$ cat src/rtl/rasterTimingPkg.sv
package rasterTimingPkg;

  localparam int CNT_W = 16;
  localparam logic [CNT_W-1:0] SEED = {CNT_W{1'b1}};
  // feedback taps: bits 15, 4, 2, 1
  localparam logic [CNT_W-1:0] TAPS = 16'h8016;

  typedef logic [CNT_W-1:0] cnt_t;

  typedef enum logic [1:0] {
    MODE_RUN   = 2'd0,
    MODE_BLANK = 2'd1,
    MODE_OFF   = 2'd2,
    MODE_OFF2  = 2'd3
  } tgMode_t;

  typedef struct packed {
    cnt_t hLineEnd;
    cnt_t hSyncOn;
    cnt_t hSyncOff;
    cnt_t hDispOn;
    cnt_t hDispOff;
    cnt_t hActive;
    cnt_t vFrameEnd;
    cnt_t vSyncOn;
    cnt_t vSyncOff;
    cnt_t vDispOn;
    cnt_t vDispOff;
    cnt_t vActive;
  } tgCfg_t;

  typedef struct packed {
    logic hold;
    logic lineEnd;
    logic frameEnd;
    logic blankDe;
  } tgStrobe_t;

  function automatic cnt_t lfsrStep(input cnt_t s);
    return {s[CNT_W-2:0], ^(s & TAPS)};
  endfunction

endpackage

$ cat src/rtl/tgWindow.sv
module tgWindow #(
  parameter int W = 16
) (
  input  logic         clk,
  input  logic         rstN,
  input  logic         clear,
  input  logic         update,
  input  logic [W-1:0] state,
  input  logic [W-1:0] onThr,
  input  logic [W-1:0] offThr,
  output logic         active
);

  logic winQ;

  // open on the start state, stay open until the end state is reached
  always_comb begin
    active = (state == onThr) | (winQ & (state != offThr));
  end

  always_ff @(posedge clk or negedge rstN) begin
    if (!rstN) begin
      winQ <= 1'b0;
    end else if (clear) begin
      winQ <= 1'b0;
    end else if (update) begin
      winQ <= active;
    end
  end

endmodule

$ cat src/rtl/tgControl.sv
module tgControl
  import rasterTimingPkg::*;
(
  input  logic      clk,
  input  logic      rstN,
  input  logic [1:0] blankMode,
  input  tgCfg_t    cfgIn,
  input  logic      lineMatch,
  input  logic      frameMatch,
  output tgStrobe_t strb,
  output tgCfg_t    cfgQ
);

  logic    pendQ;
  tgMode_t modeQ;
  logic    hold;
  logic    loadCfg;

  always_comb begin
    hold          = pendQ | (modeQ == MODE_OFF) | (modeQ == MODE_OFF2);
    strb.hold     = hold;
    strb.lineEnd  = !hold & lineMatch;
    strb.frameEnd = !hold & lineMatch & frameMatch;
    strb.blankDe  = (modeQ == MODE_BLANK);
    loadCfg       = hold | strb.frameEnd;
  end

  always_ff @(posedge clk or negedge rstN) begin
    if (!rstN) begin
      pendQ <= 1'b1;
      modeQ <= MODE_RUN;
    end else begin
      pendQ <= 1'b0;
      modeQ <= tgMode_t'(blankMode);
    end
  end

  always_ff @(posedge clk or negedge rstN) begin
    if (!rstN) begin
      cfgQ <= '0;
    end else if (loadCfg) begin
      cfgQ <= cfgIn;
    end
  end

  // settings never change inside a running frame
  assert_cfg_frozen_R11: assert property (@(posedge clk) disable iff (!rstN)
    (!strb.hold && !strb.frameEnd) |=> $stable(cfgQ));

endmodule

$ cat src/rtl/tgDatapath.sv
module tgDatapath
  import rasterTimingPkg::*;
(
  input  logic      clk,
  input  logic      rstN,
  input  tgStrobe_t strb,
  input  tgCfg_t    cfg,
  output logic      lineMatch,
  output logic      frameMatch,
  output logic      hSync,
  output logic      vSync,
  output logic      dispEn,
  output cnt_t      pixX,
  output cnt_t      pixY
);

  localparam int NUM_WIN  = 4;
  localparam int WIN_HSYN = 0;
  localparam int WIN_HDSP = 1;
  localparam int WIN_VSYN = 2;
  localparam int WIN_VDSP = 3;

  cnt_t hLfsr, vLfsr;
  cnt_t hAct, vAct;
  cnt_t vNext;

  cnt_t winOn  [NUM_WIN];
  cnt_t winOff [NUM_WIN];
  cnt_t winSt  [NUM_WIN];
  logic winClr [NUM_WIN];
  logic winUpd [NUM_WIN];
  logic winAct [NUM_WIN];

  always_comb begin
    vNext      = lfsrStep(vLfsr);
    lineMatch  = (hLfsr == cfg.hLineEnd);
    frameMatch = (vNext == cfg.vFrameEnd);

    winOn[WIN_HSYN]  = cfg.hSyncOn;
    winOff[WIN_HSYN] = cfg.hSyncOff;
    winOn[WIN_HDSP]  = cfg.hDispOn;
    winOff[WIN_HDSP] = cfg.hDispOff;
    winOn[WIN_VSYN]  = cfg.vSyncOn;
    winOff[WIN_VSYN] = cfg.vSyncOff;
    winOn[WIN_VDSP]  = cfg.vDispOn;
    winOff[WIN_VDSP] = cfg.vDispOff;
  end

  // horizontal windows follow every pixel, vertical ones every line
  generate
    for (genvar i = 0; i < NUM_WIN; i++) begin : gWin
      localparam bit IS_H = (i == WIN_HSYN) || (i == WIN_HDSP);
      always_comb begin
        winSt[i]  = IS_H ? hLfsr : vLfsr;
        winClr[i] = strb.hold | (IS_H ? strb.lineEnd : strb.frameEnd);
        winUpd[i] = IS_H ? 1'b1 : strb.lineEnd;
      end
      tgWindow #(.W(CNT_W)) uWin (
        .clk    (clk),
        .rstN   (rstN),
        .clear  (winClr[i]),
        .update (winUpd[i]),
        .state  (winSt[i]),
        .onThr  (winOn[i]),
        .offThr (winOff[i]),
        .active (winAct[i])
      );
    end
  endgenerate

  // horizontal counter and its binary mirrors
  always_ff @(posedge clk or negedge rstN) begin
    if (!rstN) begin
      hLfsr <= SEED;
      pixX  <= '0;
      hAct  <= '0;
    end else if (strb.hold || strb.lineEnd) begin
      hLfsr <= SEED;
      pixX  <= '0;
      hAct  <= '0;
    end else begin
      hLfsr <= lfsrStep(hLfsr);
      pixX  <= pixX + 1'b1;
      if (winAct[WIN_HDSP]) hAct <= hAct + 1'b1;
    end
  end

  // vertical counter and its binary mirrors
  always_ff @(posedge clk or negedge rstN) begin
    if (!rstN) begin
      vLfsr <= SEED;
      pixY  <= '0;
      vAct  <= '0;
    end else if (strb.hold || strb.frameEnd) begin
      vLfsr <= SEED;
      pixY  <= '0;
      vAct  <= '0;
    end else if (strb.lineEnd) begin
      vLfsr <= vNext;
      pixY  <= pixY + 1'b1;
      if (winAct[WIN_VDSP]) vAct <= vAct + 1'b1;
    end
  end

  always_comb begin
    hSync  = winAct[WIN_HSYN] & !strb.hold;
    vSync  = winAct[WIN_VSYN] & !strb.hold;
    dispEn = winAct[WIN_HDSP] & winAct[WIN_VDSP]
           & (hAct < cfg.hActive) & (vAct < cfg.vActive)
           & !strb.hold & !strb.blankDe;
  end

  // an all-ones seeded register with bit 15 in the feedback never reaches zero
  assert_lfsr_live_R2: assert property (@(posedge clk) disable iff (!rstN)
    (hLfsr != '0) && (vLfsr != '0));

  assert_line_reload_R3: assert property (@(posedge clk) disable iff (!rstN)
    strb.lineEnd |=> (hLfsr == SEED) && (pixX == '0));

  assert_frame_reload_R4: assert property (@(posedge clk) disable iff (!rstN)
    strb.frameEnd |=> (vLfsr == SEED) && (pixY == '0));

  assert_hold_seed_R10: assert property (@(posedge clk) disable iff (!rstN)
    strb.hold |=> (pixX == '0) && (pixY == '0));

endmodule

$ cat src/rtl/rasterTimingLfsr.sv
module rasterTimingLfsr
  import rasterTimingPkg::*;
(
  input  logic        clk,
  input  logic        rstN,
  input  logic [1:0]  blankMode,
  input  logic [15:0] hLineEnd,
  input  logic [15:0] hSyncOn,
  input  logic [15:0] hSyncOff,
  input  logic [15:0] hDispOn,
  input  logic [15:0] hDispOff,
  input  logic [15:0] hActive,
  input  logic [15:0] vFrameEnd,
  input  logic [15:0] vSyncOn,
  input  logic [15:0] vSyncOff,
  input  logic [15:0] vDispOn,
  input  logic [15:0] vDispOff,
  input  logic [15:0] vActive,
  output logic        hSync,
  output logic        vSync,
  output logic        dispEn,
  output logic [15:0] pixX,
  output logic [15:0] pixY
);

  tgCfg_t    cfgIn, cfgQ;
  tgStrobe_t strb;
  logic      lineMatch, frameMatch;

  always_comb begin
    cfgIn.hLineEnd  = hLineEnd;
    cfgIn.hSyncOn   = hSyncOn;
    cfgIn.hSyncOff  = hSyncOff;
    cfgIn.hDispOn   = hDispOn;
    cfgIn.hDispOff  = hDispOff;
    cfgIn.hActive   = hActive;
    cfgIn.vFrameEnd = vFrameEnd;
    cfgIn.vSyncOn   = vSyncOn;
    cfgIn.vSyncOff  = vSyncOff;
    cfgIn.vDispOn   = vDispOn;
    cfgIn.vDispOff  = vDispOff;
    cfgIn.vActive   = vActive;
  end

  tgControl uCtrl (
    .clk        (clk),
    .rstN       (rstN),
    .blankMode  (blankMode),
    .cfgIn      (cfgIn),
    .lineMatch  (lineMatch),
    .frameMatch (frameMatch),
    .strb       (strb),
    .cfgQ       (cfgQ)
  );

  tgDatapath uData (
    .clk        (clk),
    .rstN       (rstN),
    .strb       (strb),
    .cfg        (cfgQ),
    .lineMatch  (lineMatch),
    .frameMatch (frameMatch),
    .hSync      (hSync),
    .vSync      (vSync),
    .dispEn     (dispEn),
    .pixX       (pixX),
    .pixY       (pixY)
  );

  assert_off_quiet_R10: assert property (@(posedge clk) disable iff (!rstN)
    blankMode[1] |=> (!hSync && !vSync && !dispEn));

  assert_blank_de_R9: assert property (@(posedge clk) disable iff (!rstN)
    (blankMode == 2'd1) |=> !dispEn);

endmodule

$ cat config.mk
export PLATFORM = sky130hd
export DESIGN_NAME = rasterTimingLfsr
export DESIGN_NICKNAME = d
export VERILOG_FILES = /design/src/rtl/rasterTimingPkg.sv /design/src/rtl/tgWindow.sv /design/src/rtl/tgControl.sv /design/src/rtl/tgDatapath.sv /design/src/rtl/rasterTimingLfsr.sv
export SDC_FILE = /design/constraint.sdc
export NUM_CORES = 1
export LEC_CHECK = 0
export BUFFER_PORTS_ARGS = -buffer_cell sky130_fd_sc_hd__buf_2
export CAP_MARGIN = 10
export CORE_AREA = 2 2 238 240
export DETAILED_ROUTE_END_ITERATION = 8
export DIE_AREA = 0 0 240 242
export PLACE_DENSITY = 0.52
export SKIP_LAST_GASP = 1
export SLEW_MARGIN = 10
export SYNTH_ARGS = -nofsm -noshare
export SYNTH_HDL_FRONTEND = slang
export SYNTH_SLANG_ARGS = --single-unit
$ cat constraint.sdc
create_clock -name clk -period 2.25 [get_ports clk]
set_input_delay 0.1125 -clock clk [delete_from_list [all_inputs] [get_ports clk]]
set_output_delay 0.1125 -clock clk [all_outputs]
set_load 0.02 [all_outputs]
-- After elaboration in Yosys (flattened, before gate mapping)
Cells that the tools add are included.
W data, S select, Z words.
- output and inout port bits: 35
- logic and storage cells: 92
- input port bits: 196
- bits in registers: 295
- bitwise logic cells: 21
- equal/unequal tests: 13
- muxes and demuxes: 17
- order comparisons: 2
- reduce and logical (&&, ||, !) cells: 11
- add/subtract/negate cells: 4
- operators by type and width (cell ; number):
    $mux W16 ; 11
    $eq A16 B16 Y1 ; 6
    $add A16 B1 Y16 const B ; 4
    $ne A16 B16 Y1 ; 4
    $lt A16 B16 Y1 ; 2
    $reduce_xor A16 Y1 ; 2
    $and A1 B1 Y1 ; 13
    $or A1 B1 Y1 ; 8
    $reduce_bool A2 Y1 ; 4
    $mux W1 ; 6
    $eq A2 B2 Y1 const B ; 2
    $eq A2 B1 Y1 const B ; 1
    $logic_not A1 Y1 ; 2
    $logic_or A1 B1 Y1 ; 2
    $reduce_and A2 Y1 ; 1

-- Longest topological paths before layout
- depth in word-level cells: 9
- mapped depth: 10
- depth with buffers taken out: 8

-- Modules after synthesis
From an unflattened synthesis, not the netlist that was laid out.
- cell total of the unflattened synthesis: 1128
- area total of the unflattened synthesis: 14187.4 µm²
- by module, submodules not included (module ; instances ; sequential area each (µm²) ; cells each ; area each (µm²)):
    tgControl ; 1 ; 4880.9 ; 417 ; 7284.5
    tgDatapath ; 1 ; 2442.3 ; 527 ; 5256.3
    tgWindow ; 4 ; 25.0 ; 46 ; 411.6

-- Worst setup path before layout
No wires, ideal clock.
- kind: reg2reg
- start point: register uData.vLfsr[9]
- end point: register, netlist name uCtrl.cfgQ[100]
- data required time: 2.123 ns
- slack: -0.184 ns
- clock period less this slack: 2.434 ns
- stages on the path, launching flop included: 9
- setup time: 0.127 ns
- arrival: 2.306 ns
- path buffers: 3
- cell sequence: dfstp_2 > clkbuf_1 > xnor2_1 > nand4_1 > nor3_1 > a41oi_4 > buf_6 > buf_4 > mux2_1
- word-level cells in the longest chain between the ends: 3
- ends and longest elaborated chain (element ; RTL line ; source):
    start, declared ; tgDatapath.sv:23 ; cnt_t hLfsr, vLfsr;
    start signal, assigned ; tgDatapath.sv:99 ; vLfsr <= vNext;
    $eq A16 B16 Y1 ; tgDatapath.sv:37 ; frameMatch = (vNext == cfg.vFrameEnd);
    $and A1 B1 Y1 ; tgControl.sv:23 ; strb.frameEnd = !hold & lineMatch & frameMatch;
    $or A1 B1 Y1 ; tgControl.sv:25 ; loadCfg = hold | strb.frameEnd;
Every way passes these cells.
A chain may end at the register's enable or synchronous reset.

-- Worst setup path after layout
- start point: register uData.hAct[1]
- end point: output port dispEn
- word-level cells in the longest chain between the ends: 5
- ends and longest elaborated chain (element ; RTL line ; source):
    start, declared ; tgDatapath.sv:24 ; cnt_t hAct, vAct;
    start signal, assigned ; tgDatapath.sv:84 ; if (winAct[WIN_HDSP]) hAct <= hAct + 1'b1;
    $lt A16 B16 Y1 ; tgDatapath.sv:109 ; & (hAct < cfg.hActive) & (vAct < cfg.vActive)
    $and A1 B1 Y1 (2 in series) ; tgDatapath.sv:109 ;
    $and A1 B1 Y1 (2 in series) ; tgDatapath.sv:110 ; & !strb.hold & !strb.blankDe;
    end, declared ; rasterTimingLfsr.sv:21 ; output logic dispEn,
Every way passes these cells.

==> summary.md <==
| Metric | Value |
|---|---|
| Setup crit start kind | flop |
| Worst path setup slack after routing | -0.561 ns |
| Maxcap violations | 0 |
| Area of the mapped netlist | 0.0148 mm2 |
| Worst Path Max Fanout | 4 |
| Clock skew after layout | between 0.03 and 0.04 ns |
| Final min period | around 2.8 ns |
| Global route total overflow | 0 |
| Num ports | around 230 |
| Sum of net half-perimeters after detailed placement | 32.7 mm |
| CTS root buffer | sky130_fd_sc_hd__clkbuf_16 |
| Post-Synthesis Net Count | between 1000 and 1500 |
| Total iterations of the first detailed-routing run | 5 |
| Post-Layout Inst Area | about 0.024 mm2 |
| Clock tree from TritonCTS | yes |
| Cell types with the largest area share after synthesis | sky130_fd_sc_hd__dfrtp_1, sky130_fd_sc_hd__mux2_1, sky130_fd_sc_hd__xnor2_1 |
| Post-synthesis cell count | between 1000 and 1500 |
| Fraction of final layout cells with drive strength greater than 1 | 47.0% |
| Endpoint required time on the critical path | roughly 2.1 ns |
| Async SR Flop Fraction | 100% |
| Post-route setup TNS | -103.44 ns |
| Synth Register Bits | ~300 |
| Area taken by flip-flops and latches | roughly 0.0074 mm2 |
| FP Rows | 87 |
| Worst R2R Path Depth | 11 |
| Maximum vdd drop | about 0.53 mV |
| 1st-iter DRT viols | 552 |
| P_leak | around 0.011 uW |
| Ratio of total power to cell area | slightly below 600 mW/mm2 |
| Fraction of the yosys area taken by sequential cells | around half |
| Multi-input gate area | 0.00793 mm2 |
| GRT Overall Usage | around 17% |
| Effective utilization at floorplan | a little over a quarter |
| Number of buffers between clock root and the deepest sink | 3 |
| Met1 usage in global routing | between 20% and 30% |
| Run status | finished, violations left |
| Peak clock frequency supported by timing | 356 MHz |
| GR Layer Usage met2 | about 29% |
| Most common flop cell mapped by yosys | sky130_fd_sc_hd__dfrtp_1 |
| Fraction of post-synthesis cell area in the top cell type by area | between 40 and 50% |
| Pwr Total | ~14000 uW |
| Final Cycle Share | 125% |
| Antenna violations before repair | 1 |
| Total Die Area | between 0.05 and 0.06 mm2 |
| Grt peak-use layer | met2 |
| Worst setup timing slack at the placement stage | -0.306 ns |
| Failing checks | setup timing |
| Number of sinks handled by clock tree synthesis | about 300 |
| Count of fill cells added during filler insertion | just over 5000 |
| Detailed-route wire length | 49.7 mm |
| Largest net degree at the start of global routing | 68 |
| Skew-Pair Late Insertion Delay | approximately 0.56 ns |
| Core Box Area | around 0.056 mm2 |
| Core Util, Final | a little over two fifths |
| Clock slew at the register clock pins of the worst setup and hold paths | 0.06 ns |
| DRC violations left | 0 |
| Port-buffer cells | 230 |
| RSZ-0062 raised after global routing | yes |
| Critical Path AT | approximately 2.7 ns |
| Slew at the pin closest to its max-slew limit | around 0.6 ns |
| Chip Height | 242 um |
| Vias/cell | approximately 4.6 |
| Largest area contributor in the synthesized netlist | sky130_fd_sc_hd__dfrtp_1 |
| Number of global-route vias before repair | ~13000 |
| Nature of the critical path endpoint | primary output |
| Number of nets in the final layout | around 2100 |
| Wire length of the first global-routing pass | just under 80 mm |
| Final number of setup-violating endpoints | roughly 280 |
| Total vias in the final route | roughly 12000 |
| Placer's final routability congestion estimate | 0.794 |
| Total clock buffers created by CTS | 37 |
| Final hold violations | 0 |
| Worst hold path class | input port to async pin |
| Antenna diode count | 0 |
| Ys Warns | 0 |
| Die Span X | about 240 um |
| Routed wire length per instance | approximately 19 um |
| Max-Slew Margin vs Limit | 60.2% |
| H-tree depth reported by CTS | 2 |
| Total placed instance area | ~0.018 mm2 |
| Number of distinct library cell variants in the gate-level netlist after synthesis | 65 |
| Number of pins with negative max-slew slack in the final report | 0 |
| Number of antenna-violating nets in the routed design | 0 |
| Number of enable flip-flop cells after synthesis | 0 |
| Met3 track demand over resource in global routing | about 2.6% |
| Crit Path Class | flop to primary output |
| Post-synthesis average cell area | 12.0 um2 |
| Synthesis-to-layout area growth | 62.8% |
metrics by stage:
stage / hold slack [ns] / std cells
after floorplan: -0.183 / 1237
after global placement: 0.132 / 2299
after detailed placement: 0.134 / 2299
after CTS: 0.142 / 2644
after global routing: 0.168 / 2667
final: 0.131 / 2667
final timing paths:
kind / startpoint / end / slack, ns
worst max-delay path: uData.hAct[1] / dispEn / -0.56
worst max register to register: uData.hLfsr[6] / uCtrl.cfgQ[45] / -0.53
worst min-delay path: rstN / uCtrl.cfgQ[73] / 0.13
min in group clk: blankMode[1] / uCtrl.modeQ[1] / 0.22
max in group asynchronous: rstN / uData.vLfsr[4] / 1.39
worst min register to register: uCtrl.cfgQ[109] / uCtrl.cfgQ[109] / 0.51
power breakdown:
| part | internal, uW | leakage (uW) | switching, uW |
|---|---|---|---|
| Clock | 3680 | 0.000633 | 2480 |
| Combinational | 1190 | 0.00632 | 729 |
| Sequential | 5610 | 0.00356 | 246 |
| Total | 10500 | 0.0105 | 3460 |
worst max-delay path, stage by stage (launching register included):
cell	delay, ns
sky130_fd_sc_hd__dfrtp_1	0.43
sky130_fd_sc_hd__ha_1	0.29
sky130_fd_sc_hd__a21o_1	0.15
sky130_fd_sc_hd__a211oi_1	0.24
sky130_fd_sc_hd__o21bai_1	0.13
sky130_fd_sc_hd__a2111oi_0	0.49
sky130_fd_sc_hd__o211a_1	0.27
sky130_fd_sc_hd__buf_6	0.14
cell families (layout without fill, tap and decap cells):
kind of cell / count (synthesis) / after routing / share of synthesized area [%]
compound gates: 125 / 126 / 6.27
other cells: 1 / 1 / 0.0253
buf+inv: 119 / 792 / 4.04
simple gates: 276 / 276 / 10.2
fa+ha+maj: 34 / 34 / 2.87
xor+xnor: 192 / 192 / 11.6
mux: 195 / 195 / 14.8
flops: 295 / 295 / 50.1
layout make-up:
cell class	instances	area share (%)
Multi-Input combinational cell	824	32.9
Sequential cell	295	30.8
Timing Repair Buffer	685	26.5
Clock buffer	52	4.58
Tap cell	756	3.93
Clock inverter	16	0.675
Inverter	39	0.607
cell usage after synthesis, types with 34 or more instances:
master,instances
sky130_fd_sc_hd__mux2_1,114
sky130_fd_sc_hd__ha_1,34
sky130_fd_sc_hd__xnor2_1,102
sky130_fd_sc_hd__xor2_1,86
sky130_fd_sc_hd__dfrtp_1,262
sky130_fd_sc_hd__nand4_1,47
sky130_fd_sc_hd__nor2_1,53
sky130_fd_sc_hd__buf_2,34
sky130_fd_sc_hd__mux2_2,78
sky130_fd_sc_hd__inv_1,39
timing repair:
action	CTS	global route
gates cloned	24	6
endpoints found under the setup margin	269	279
gates resized for setup	197	150
hold buffers	195	0
pin swaps	54	70
buffers inserted	59	40
hold endpoints to repair	365	0
registers in the layout, indices dropped and copies added (netlist names):
name,cells
uCtrl.cfgQ,192
uCtrl.modeQ,2
uCtrl.pendQ,1
uData.gWin.uWin.winQ,4
uData.hAct,16
uData.hLfsr,16
uData.pixX,16
uData.pixY,16
uData.vAct,16
uData.vLfsr,16
layout by cell type (no fill, tap or decap), types with 6 or more instances in the layout:
cell | synthesis | final
sky130_fd_sc_hd__nor2_1 | 53 | 30
sky130_fd_sc_hd__clkbuf_8 | 0 | 10
sky130_fd_sc_hd__or4_4 | 0 | 6
sky130_fd_sc_hd__nand2_1 | 33 | 31
sky130_fd_sc_hd__nor4_2 | 1 | 12
sky130_fd_sc_hd__or3_1 | 28 | 28
sky130_fd_sc_hd__buf_12 | 0 | 56
sky130_fd_sc_hd__mux2_4 | 0 | 117
sky130_fd_sc_hd__clkbuf_16 | 0 | 43
sky130_fd_sc_hd__nand4_1 | 47 | 47
sky130_fd_sc_hd__dfstp_2 | 33 | 33
sky130_fd_sc_hd__and3_1 | 9 | 8
sky130_fd_sc_hd__o21ai_0 | 26 | 17
sky130_fd_sc_hd__nor3_1 | 13 | 9
sky130_fd_sc_hd__o31ai_1 | 8 | 8
sky130_fd_sc_hd__nor4_1 | 25 | 12
sky130_fd_sc_hd__buf_16 | 0 | 14
sky130_fd_sc_hd__a21o_1 | 9 | 7
sky130_fd_sc_hd__xnor2_1 | 102 | 94
sky130_fd_sc_hd__buf_8 | 0 | 11
sky130_fd_sc_hd__mux2_2 | 78 | 75
sky130_fd_sc_hd__xor2_1 | 86 | 83
sky130_fd_sc_hd__xnor2_2 | 2 | 10
sky130_fd_sc_hd__inv_1 | 39 | 39
sky130_fd_sc_hd__a21oi_2 | 0 | 14
sky130_fd_sc_hd__nor2_2 | 1 | 9
sky130_fd_sc_hd__buf_4 | 3 | 129
sky130_fd_sc_hd__nand3_1 | 33 | 32
sky130_fd_sc_hd__dlygate4sd3_1 | 0 | 195
sky130_fd_sc_hd__clkinv_2 | 0 | 10
sky130_fd_sc_hd__buf_2 | 34 | 228
sky130_fd_sc_hd__o22a_1 | 17 | 17
sky130_fd_sc_hd__dfrtp_1 | 262 | 262
sky130_fd_sc_hd__o211ai_1 | 7 | 7
sky130_fd_sc_hd__ha_1 | 34 | 34
sky130_fd_sc_hd__buf_6 | 13 | 47
sky130_fd_sc_hd__nor2_4 | 0 | 15
layer usage:
layer	up-vias	part of all wire [%]	wire, um
met2	294	49	24500
met4	2	2.7	1330
met5	-	0.014	7
met3	96	3.8	1900
li1	5700	-	-
met1	6071	44	21900
Note: power is estimated with default switching activity, not from simulation.
